File: src/rtl/cmd_responder_pkg.sv
package cmd_responder_pkg;
  localparam logic [7:0] PT_CMD      = 8'h01;
  localparam logic [7:0] PT_ERR      = 8'h02;
  localparam logic [7:0] ERR_BADARG  = 8'h05;
  localparam logic [7:0] ERR_UNKNOWN = 8'h02;
  localparam logic [31:0] EPOCH_SHIFT = 32'd2082844800;
  localparam logic [7:0] DEF_PERIOD  = 8'd20;
  localparam logic [15:0] DEF_MASK   = 16'hFFFF;
  localparam int TIME_BYTES = 4;

  typedef enum logic [7:0] {
    OP_AUTOPOLL  = 8'h01,
    OP_GET_TIME  = 8'h03,
    OP_SET_TIME  = 8'h09,
    OP_POWER_OFF = 8'h0A,
    OP_RESTART   = 8'h11,
    OP_POLL_RATE = 8'h14,
    OP_POLL_MASK = 8'h19
  } op_e;
endpackage

File: src/rtl/cmdrsp_rx.sv
module cmdrsp_rx
  import cmd_responder_pkg::*;
#(
  parameter int MAX_ARGS = 4,
  localparam int IDX_MAX = MAX_ARGS + 2,
  localparam int IW = $clog2(IDX_MAX + 1),
  localparam int CW = $clog2(MAX_ARGS + 2)
) (
  input  logic clk,
  input  logic rst,
  input  logic in_valid,
  input  logic [7:0] in_data,
  input  logic in_last,
  input  logic hold,
  output logic in_ready,
  output logic pkt_valid,
  output logic [7:0] pkt_cmd,
  output logic [MAX_ARGS-1:0][7:0] pkt_args,
  output logic [CW-1:0] pkt_nargs
);
  logic [IW-1:0] idx;
  logic [7:0] ptype;
  logic fire;

  assign in_ready = !pkt_valid && !hold;
  assign fire = in_valid && in_ready;

  always_ff @(posedge clk) begin
    if (rst) begin
      idx <= '0;
      ptype <= '0;
      pkt_cmd <= '0;
      pkt_nargs <= '0;
      pkt_valid <= 1'b0;
    end else begin
      pkt_valid <= 1'b0;
      if (fire) begin
        if (idx == IW'(0)) ptype <= in_data;
        if (idx == IW'(1)) pkt_cmd <= in_data;
        if (in_last) begin
          idx <= '0;
          pkt_valid <= (idx != IW'(0)) && (ptype == PT_CMD);
          pkt_nargs <= CW'(idx - IW'(1));
        end else if (idx < IW'(IDX_MAX)) begin
          idx <= idx + IW'(1);
        end
      end
    end
  end

  for (genvar k = 0; k < MAX_ARGS; k++) begin : g_arg
    always_ff @(posedge clk) begin
      if (rst) pkt_args[k] <= '0;
      else if (fire && idx == IW'(k + 2)) pkt_args[k] <= in_data;
    end
  end
endmodule

File: src/rtl/cmdrsp_rtc.sv
module cmdrsp_rtc
  import cmd_responder_pkg::*;
#(
  parameter int CLK_HZ = 50_000_000,
  parameter logic [31:0] UNIX_RESET = 32'd0,
  localparam int PW = (CLK_HZ > 1) ? $clog2(CLK_HZ) : 1
) (
  input  logic clk,
  input  logic rst,
  input  logic load,
  input  logic [31:0] load_val,
  output logic [31:0] seconds
);
  logic [PW-1:0] pre;

  always_ff @(posedge clk) begin
    if (rst) begin
      pre <= '0;
      seconds <= UNIX_RESET + EPOCH_SHIFT;
    end else if (load) begin
      pre <= '0;
      seconds <= load_val;
    end else if (pre == PW'(CLK_HZ - 1)) begin
      pre <= '0;
      seconds <= seconds + 32'd1;
    end else begin
      pre <= pre + PW'(1);
    end
  end
endmodule

File: src/rtl/cmdrsp_exec.sv
module cmdrsp_exec
  import cmd_responder_pkg::*;
#(
  parameter int MAX_ARGS = 4,
  parameter int RESP_MAX = 7,
  localparam int CW = $clog2(MAX_ARGS + 2),
  localparam int LW = $clog2(RESP_MAX + 1)
) (
  input  logic clk,
  input  logic rst,
  input  logic go,
  input  logic [7:0] cmd,
  input  logic [MAX_ARGS-1:0][7:0] args,
  input  logic [CW-1:0] nargs,
  input  logic [31:0] seconds,
  output logic [RESP_MAX-1:0][7:0] frame,
  output logic [LW-1:0] frame_len,
  output logic time_load,
  output logic [31:0] time_val,
  output logic poll_en,
  output logic [7:0] poll_period,
  output logic [15:0] poll_mask,
  output logic poll_change,
  output logic pwr_off_req,
  output logic sys_rst_req
);
  logic bad, unk;
  logic do_en, do_rate, do_mask, do_off, do_rst, do_set, do_get;
  logic new_en;

  always_comb begin
    bad = 1'b0; unk = 1'b0;
    do_en = 1'b0; do_rate = 1'b0; do_mask = 1'b0; do_off = 1'b0;
    do_rst = 1'b0; do_set = 1'b0; do_get = 1'b0;
    case (cmd)
      OP_AUTOPOLL:  if (nargs == CW'(1)) do_en = 1'b1; else bad = 1'b1;
      OP_POLL_RATE: if (nargs == CW'(1) && args[0] != 8'd0) do_rate = 1'b1; else bad = 1'b1;
      OP_POLL_MASK: if (nargs == CW'(2)) do_mask = 1'b1; else bad = 1'b1;
      OP_POWER_OFF: if (nargs == CW'(0)) do_off = 1'b1; else bad = 1'b1;
      OP_RESTART:   if (nargs == CW'(0)) do_rst = 1'b1; else bad = 1'b1;
      OP_GET_TIME:  if (nargs == CW'(0)) do_get = 1'b1; else bad = 1'b1;
      OP_SET_TIME:  if (nargs == CW'(TIME_BYTES)) do_set = 1'b1; else bad = 1'b1;
      default:      unk = 1'b1;
    endcase
  end

  always_comb begin
    frame = '0;
    if (unk || bad) begin
      frame[0] = PT_ERR;
      frame[1] = unk ? ERR_UNKNOWN : ERR_BADARG;
      frame[2] = PT_CMD;
      frame[3] = cmd;
      frame_len = LW'(4);
    end else begin
      frame[0] = PT_CMD;
      frame[1] = 8'h00;
      frame[2] = cmd;
      frame_len = LW'(3);
      if (do_get) begin
        for (int b = 0; b < TIME_BYTES; b++)
          frame[3 + b] = seconds[8*(TIME_BYTES-1-b) +: 8];
        frame_len = LW'(3 + TIME_BYTES);
      end
    end
  end

  assign new_en = (args[0] != 8'd0);
  assign time_load = go && do_set;
  assign time_val = {args[0], args[1], args[2], args[3]};

  always_ff @(posedge clk) begin
    if (rst) begin
      poll_en <= 1'b0;
      poll_period <= DEF_PERIOD;
      poll_mask <= DEF_MASK;
      poll_change <= 1'b0;
      pwr_off_req <= 1'b0;
      sys_rst_req <= 1'b0;
    end else begin
      poll_change <= 1'b0;
      pwr_off_req <= go && do_off;
      sys_rst_req <= go && do_rst;
      if (go && do_en) begin
        poll_en <= new_en;
        poll_change <= (new_en != poll_en);
      end
      if (go && do_rate) poll_period <= args[0];
      if (go && do_mask) poll_mask <= {args[0], args[1]};
    end
  end
endmodule

File: src/rtl/cmdrsp_tx.sv
module cmdrsp_tx #(
  parameter int RESP_MAX = 7,
  localparam int LW = $clog2(RESP_MAX + 1)
) (
  input  logic clk,
  input  logic rst,
  input  logic load,
  input  logic [RESP_MAX-1:0][7:0] frame_in,
  input  logic [LW-1:0] len_in,
  input  logic out_ready,
  output logic out_valid,
  output logic [7:0] out_data,
  output logic out_last
);
  logic [RESP_MAX-1:0][7:0] frm;
  logic [LW-1:0] len;
  logic [LW-1:0] idx;

  assign out_data = frm[idx];
  assign out_last = out_valid && (idx == len - LW'(1));

  always_ff @(posedge clk) begin
    if (rst) begin
      frm <= '0;
      len <= '0;
      idx <= '0;
      out_valid <= 1'b0;
    end else if (load) begin
      frm <= frame_in;
      len <= len_in;
      idx <= '0;
      out_valid <= 1'b1;
    end else if (out_valid && out_ready) begin
      if (idx == len - LW'(1)) out_valid <= 1'b0;
      else idx <= idx + LW'(1);
    end
  end
endmodule

File: src/rtl/cmd_responder.sv
module cmd_responder
  import cmd_responder_pkg::*;
#(
  parameter int CLK_HZ = 50_000_000,
  parameter logic [31:0] UNIX_RESET = 32'd0,
  parameter int MAX_ARGS = 4,
  localparam int RESP_MAX = 3 + TIME_BYTES,
  localparam int CW = $clog2(MAX_ARGS + 2),
  localparam int LW = $clog2(RESP_MAX + 1)
) (
  input  logic clk,
  input  logic rst,
  input  logic in_valid,
  output logic in_ready,
  input  logic [7:0] in_data,
  input  logic in_last,
  output logic out_valid,
  input  logic out_ready,
  output logic [7:0] out_data,
  output logic out_last,
  output logic poll_en,
  output logic [7:0] poll_period,
  output logic [15:0] poll_mask,
  output logic poll_change,
  output logic pwr_off_req,
  output logic sys_rst_req
);
  logic pkt_valid;
  logic [7:0] pkt_cmd;
  logic [MAX_ARGS-1:0][7:0] pkt_args;
  logic [CW-1:0] pkt_nargs;
  logic [31:0] seconds;
  logic time_load;
  logic [31:0] time_val;
  logic [RESP_MAX-1:0][7:0] frame;
  logic [LW-1:0] frame_len;

  cmdrsp_rx #(.MAX_ARGS(MAX_ARGS)) u_rx (
    .clk(clk), .rst(rst), .in_valid(in_valid), .in_data(in_data),
    .in_last(in_last), .hold(out_valid), .in_ready(in_ready),
    .pkt_valid(pkt_valid), .pkt_cmd(pkt_cmd), .pkt_args(pkt_args),
    .pkt_nargs(pkt_nargs)
  );

  cmdrsp_rtc #(.CLK_HZ(CLK_HZ), .UNIX_RESET(UNIX_RESET)) u_rtc (
    .clk(clk), .rst(rst), .load(time_load), .load_val(time_val),
    .seconds(seconds)
  );

  cmdrsp_exec #(.MAX_ARGS(MAX_ARGS), .RESP_MAX(RESP_MAX)) u_exec (
    .clk(clk), .rst(rst), .go(pkt_valid), .cmd(pkt_cmd), .args(pkt_args),
    .nargs(pkt_nargs), .seconds(seconds), .frame(frame),
    .frame_len(frame_len), .time_load(time_load), .time_val(time_val),
    .poll_en(poll_en), .poll_period(poll_period), .poll_mask(poll_mask),
    .poll_change(poll_change), .pwr_off_req(pwr_off_req),
    .sys_rst_req(sys_rst_req)
  );

  cmdrsp_tx #(.RESP_MAX(RESP_MAX)) u_tx (
    .clk(clk), .rst(rst), .load(pkt_valid), .frame_in(frame),
    .len_in(frame_len), .out_ready(out_ready), .out_valid(out_valid),
    .out_data(out_data), .out_last(out_last)
  );
endmodule

File: config.mk
export PLATFORM = sky130hd
export DESIGN_NAME = cmd_responder
export DESIGN_NICKNAME = d
export VERILOG_FILES = /design/src/rtl/cmd_responder_pkg.sv /design/src/rtl/cmdrsp_rx.sv /design/src/rtl/cmdrsp_rtc.sv /design/src/rtl/cmdrsp_exec.sv /design/src/rtl/cmdrsp_tx.sv /design/src/rtl/cmd_responder.sv
export SDC_FILE = /design/constraint.sdc
export NUM_CORES = 1
export LEC_CHECK = 0
export ABC_AREA = 1
export BUFFER_PORTS_ARGS = -buffer_cell sky130_fd_sc_hd__buf_2
export CORE_ASPECT_RATIO = 1.2
export CORE_MARGIN = 8
export CORE_UTILIZATION = 61
export CTS_CLUSTER_SIZE = 30
export DETAILED_ROUTE_END_ITERATION = 8
export PLACE_DENSITY = 0.8
export SKIP_LAST_GASP = 1
export SYNTH_ARGS = -nofsm -noshare
export SYNTH_HDL_FRONTEND = slang
export SYNTH_SLANG_ARGS = --single-unit
File: constraint.sdc
create_clock -name clk -period 2.3 [get_ports clk]
set_clock_uncertainty 0.1 [all_clocks]
set_input_delay 0.46 -clock clk [delete_from_list [all_inputs] [get_ports clk]]
set_output_delay 0.46 -clock clk [all_outputs]
set_load 0.02 [all_outputs]
==> impl_results.md <==
- I/O pin count: 52
- FF-to-FF path depth: 11
- Number of global-route vias before repair: 7846
- Average via count per standard cell: 5.599
- Worst slew margin relative to its limit: 0.4981
- Layout-stage area growth over the synthesis result: 14.76%
- Area enclosed by the die boundary: 19140 sq um
- Cell-internal power: 5.288 mW
- Slowest cell on the critical path: sky130_fd_sc_hd__dfxtp_4
- Slew at the pin with the worst max-slew slack: 0.7521 ns
- Netlist area before placement: 9120 sq um
- Remaining Overflow, GRT: 0
- Startpoint of the most critical setup path: u_tx.idx[0]$_SDFFE_PP0P_
- Cell mode on critical path: sky130_fd_sc_hd__o21ai_1
- Worst-Skew Late Latency: 0.44 ns
- Violated checks: negative setup slack
- Worst reg2reg startpoint: u_rtc.pre[0]$_SDFF_PP0_
- Critical Path RT: 1.74 ns
- GR Layer Usage met3: 0.04207
- Height of the die: 149.9 um
- Wire length after detailed routing: 23810 um
- Number of design rule violations left after detail routing: 0
- Worst setup margin: -0.05350 ns
- Largest net degree at the start of global routing: 34
- Proportion of total power due to net switching: 0.2313
- CTS clock-pin slew for the worst setup and hold paths: 0.07 ns
- Vias after detailed routing: 8583
- Final worst path period share: 1.023
- Met2 track utilization from global routing: 0.4021
- First-pass GRT wire length: 38520 um
- H-Tree Level Count: 4
- Number of I/O port buffers: 51
- RSZ-0062 raised after global routing: true
- Timing-limited maximum frequency: 424.9 MHz
- MaxCap Viol Count: 0
- Num CTS Buffers: 17
- Fraction of post-synthesis cell area in the top cell type by area: 0.4171
- Starting DRT DRC Count: 812
- Global routing usage summed across all routing layers: 0.2485
- Maximum buffer depth of the clock tree: 2
- CP bufs+invs: 2
- GPL Wtd Cong: 0.9814
- Largest delay share family, worst path: compound AO/OA/AOI/OAI gates
- Number of antenna-violating nets in the routed design: 0
- Crit path launch type: flop
- Class of the tightest hold or removal check: input port to flop
- Crit path time final: 2.353 ns
- Starting density of the core: 0.6147
- Endpoint of the most critical register-to-register path: u_rtc.seconds[27]$_SDFFE_PP1P_
- Portion of total power attributed to combinational logic: 0.054
- Share of synthesized area occupied by flip-flops and latches: 0.4171
- Instance count of the mapped netlist: 1265
- Worst setup slack for register-to-register paths: 0.12 ns
- FF+latch count, synth: 190
- Most common library cell in the layout ignoring fill and taps: sky130_fd_sc_hd__nand2_1
- CP Data Arrival Time: 1.79 ns
- Global routing's busiest layer: met2
- Max IR drop VDD: 0.0005690 V
- Number of slew-limit violations in the final report: 0
- Root Driver: sky130_fd_sc_hd__clkbuf_16
- Pre-CTS WS: 0.1361 ns
- Kind of critical path: flop to output port
- Chain of cells forming the critical path: clkinvlp_4 -> a21oi_2 -> o21ai_1 -> o21ai_1 -> nand2_1 -> o21ai_2 -> buf_6
- Share of cells above drive strength 1: 0.1497
- Count of standard-cell rows: 49
- First-pass DRT Iterations: 5
- Number of cells on the critical path: 7
- Core area: 14840 sq um
- Post-Synthesis Net Count: 1287
- Dominant cells by area after synthesis: sky130_fd_sc_hd__dfxtp_1, sky130_fd_sc_hd__nand2_1, sky130_fd_sc_hd__o21ai_0, sky130_fd_sc_hd__inv_1, sky130_fd_sc_hd__a21oi_1
- CTS sink cnt: 190
- Number of library cell types mapped by synthesis: 47
- Dominant cell type by area after synthesis: sky130_fd_sc_hd__dfxtp_1
- Power, Total: 6.879 mW
- Commonest cells after routing, fill and taps aside: sky130_fd_sc_hd__nand2_1, sky130_fd_sc_hd__dfxtp_1, sky130_fd_sc_hd__inv_1
- Die span in x: 127.6 um
- End point of the critical path: out_data[4]
- Delay contributed by the slowest stage of the critical path: 0.39 ns
- Antenna diode count: 0
- Status: finished with violations
- Number of antenna violations at the first check in global routing: 0
- Final Util: 0.7054
- Number of hold-slack violations in the final timing report: 0
- Final net count: 1338
- Clock Power Share: 0.454
- Post-Synthesis Mean Instance Area: 7.209 sq um
- Setup violation total in the final timing report: 2
- Nature of the critical path endpoint: output port
- Hold-fix buffer count after cts: 0
- YS warnings: 0
- Crit path max fanout: 7
- Clock tree from TritonCTS: yes
- DP HPWL: 16860 um
- Power density over the cells: 657.3 nW/um^2
- Net switching power: 1.591 mW
- Post-detailed-route wirelength per cell: 15.53 um
- Met1 Usage GRT: 0.3213
- Flop pwr share: 0.491
- Leak pwr: 4.271 nW
registers in the layout (all words and copies together) (netlist names), 2 cells and up:
signal and flops:
u_rx.idx 3, u_exec.poll_mask 16, u_tx.len 2, u_rtc.pre 26, u_rx.pkt_args 32, u_rtc.seconds 32
u_rx.pkt_cmd 8, u_tx.idx 3, u_rx.ptype 8, u_rx.pkt_nargs 3, u_exec.poll_period 8, u_tx.frm 43
timing repair:
item | CTS | global route
endpoints found under the setup margin | 9 | 33
setup buffers | 1 | 2
pin swaps | 4 | 10
cloned | 1 | 2
resized for setup | 26 | 39
per-stage QoR:
step	hold slack, ns	TNS, ns	instance area, sq um	instances
after floorplan	0.3132	0	9120	1265
after global placement	0.3234	0	9597	1495
after detailed placement	0.3284	0	9597	1495
after CTS	0.2344	-0.1954	10290	1529
after global routing	0.2935	-1.103	10470	1533
final	0.2505	-0.08112	10470	1533
worst min-delay path by stage:
stage                                         start                        endpoint  slack [ns]  cells past startpoint
after detailed placement  u_tx.frm[23]$_SDFFE_PP0P_       u_tx.frm[23]$_SDFFE_PP0P_        0.33                      2
final                                       in_last  u_rx.pkt_nargs[1]$_SDFFE_PP0P_        0.25                      4
after global placement      u_rtc.pre[0]$_SDFF_PP0_         u_rtc.pre[0]$_SDFF_PP0_        0.32                      1
after floorplan             u_rtc.pre[0]$_SDFF_PP0_         u_rtc.pre[0]$_SDFF_PP0_        0.31                      1
after CTS                                   in_last  u_rx.pkt_nargs[1]$_SDFFE_PP0P_        0.23                      4
after global routing                        in_last        u_rx.idx[2]$_SDFFE_PP0P_        0.29                      3
layout make-up:
| class | count | area (sq um) |
|---|---|---|
| Multi-Input combinational cell | 870 | 4601 |
| Clock inverter | 11 | 153.9 |
| Fill cell | 1242 | 4370 |
| Sequential cell | 190 | 3811 |
| Timing Repair inverter | 3 | 20.02 |
| Timing Repair Buffer | 83 | 570.5 |
| Clock buffer | 21 | 480.5 |
| Inverter | 151 | 574.3 |
| Tap cell | 204 | 255.2 |
metal layers:
layer	vias to the layer above	wire length, um
met5	-	0
met3	48	1673
met4	0	607
li1	4246	-
met2	360	11040
met1	3929	10480
power groups by stage:
| stage | clock network (mW) | registers [mW] | logic [mW] |
|---|---|---|---|
| 2_1_floorplan | 0 | 3.44 | 0.260 |
| 3_3_place_gp | 0 | 3.45 | 0.357 |
| 3_5_place_dp | 0 | 3.45 | 0.365 |
| 4_1_cts | 3.15 | 3.38 | 0.370 |
| 5_1_grt | 3.28 | 3.38 | 0.417 |
| 6_report | 3.13 | 3.38 | 0.375 |
cells by family (layout without fill, tap and decap cells):
family,count (synthesis),in the layout,share of synthesized area
simple gates,551,551,0.2675
xor+xnor,42,42,0.04033
fa+ha+maj,9,9,0.01235
mux,1,1,0.001098
flops,190,190,0.4171
buf+inv,205,269,0.09110
compound gates,267,267,0.1705
synth_stat cells (all sizes together):
| cell | number |
|---|---|
| nand2 | 275 |
| dfxtp | 190 |
| inv | 149 |
| nor2 | 137 |
| o21ai | 122 |
| a21oi | 95 |
| nand3 | 68 |
| xor2 | 35 |
| clkbuf | 31 |
| nor3 | 30 |
| nand4 | 24 |
| o211ai | 24 |
| buf | 23 |
| o22ai | 14 |
| ha | 9 |
| nor4 | 7 |
| xnor2 | 7 |
| nor3b | 4 |
| a211oi | 3 |
| a31oi | 3 |
| a311oi | 2 |
| clkinv | 2 |
| nand3b | 2 |
| or2 | 2 |
| a221oi | 1 |
| a22o | 1 |
| and3 | 1 |
| mux2i | 1 |
| o211a | 1 |
| o31ai | 1 |
| or3 | 1 |
worst register-to-register path, delay by kind of cell (launching register included):
kind / cells / cell delay (ns)
buffers and inverters: 3 / 0.43
AND/OR/NAND/NOR: 7 / 0.99
flip-flops: 1 / 0.35
adder cells (fa/ha/maj): 1 / 0.17
No activity file was read; power rests on OpenSTA's default activity.
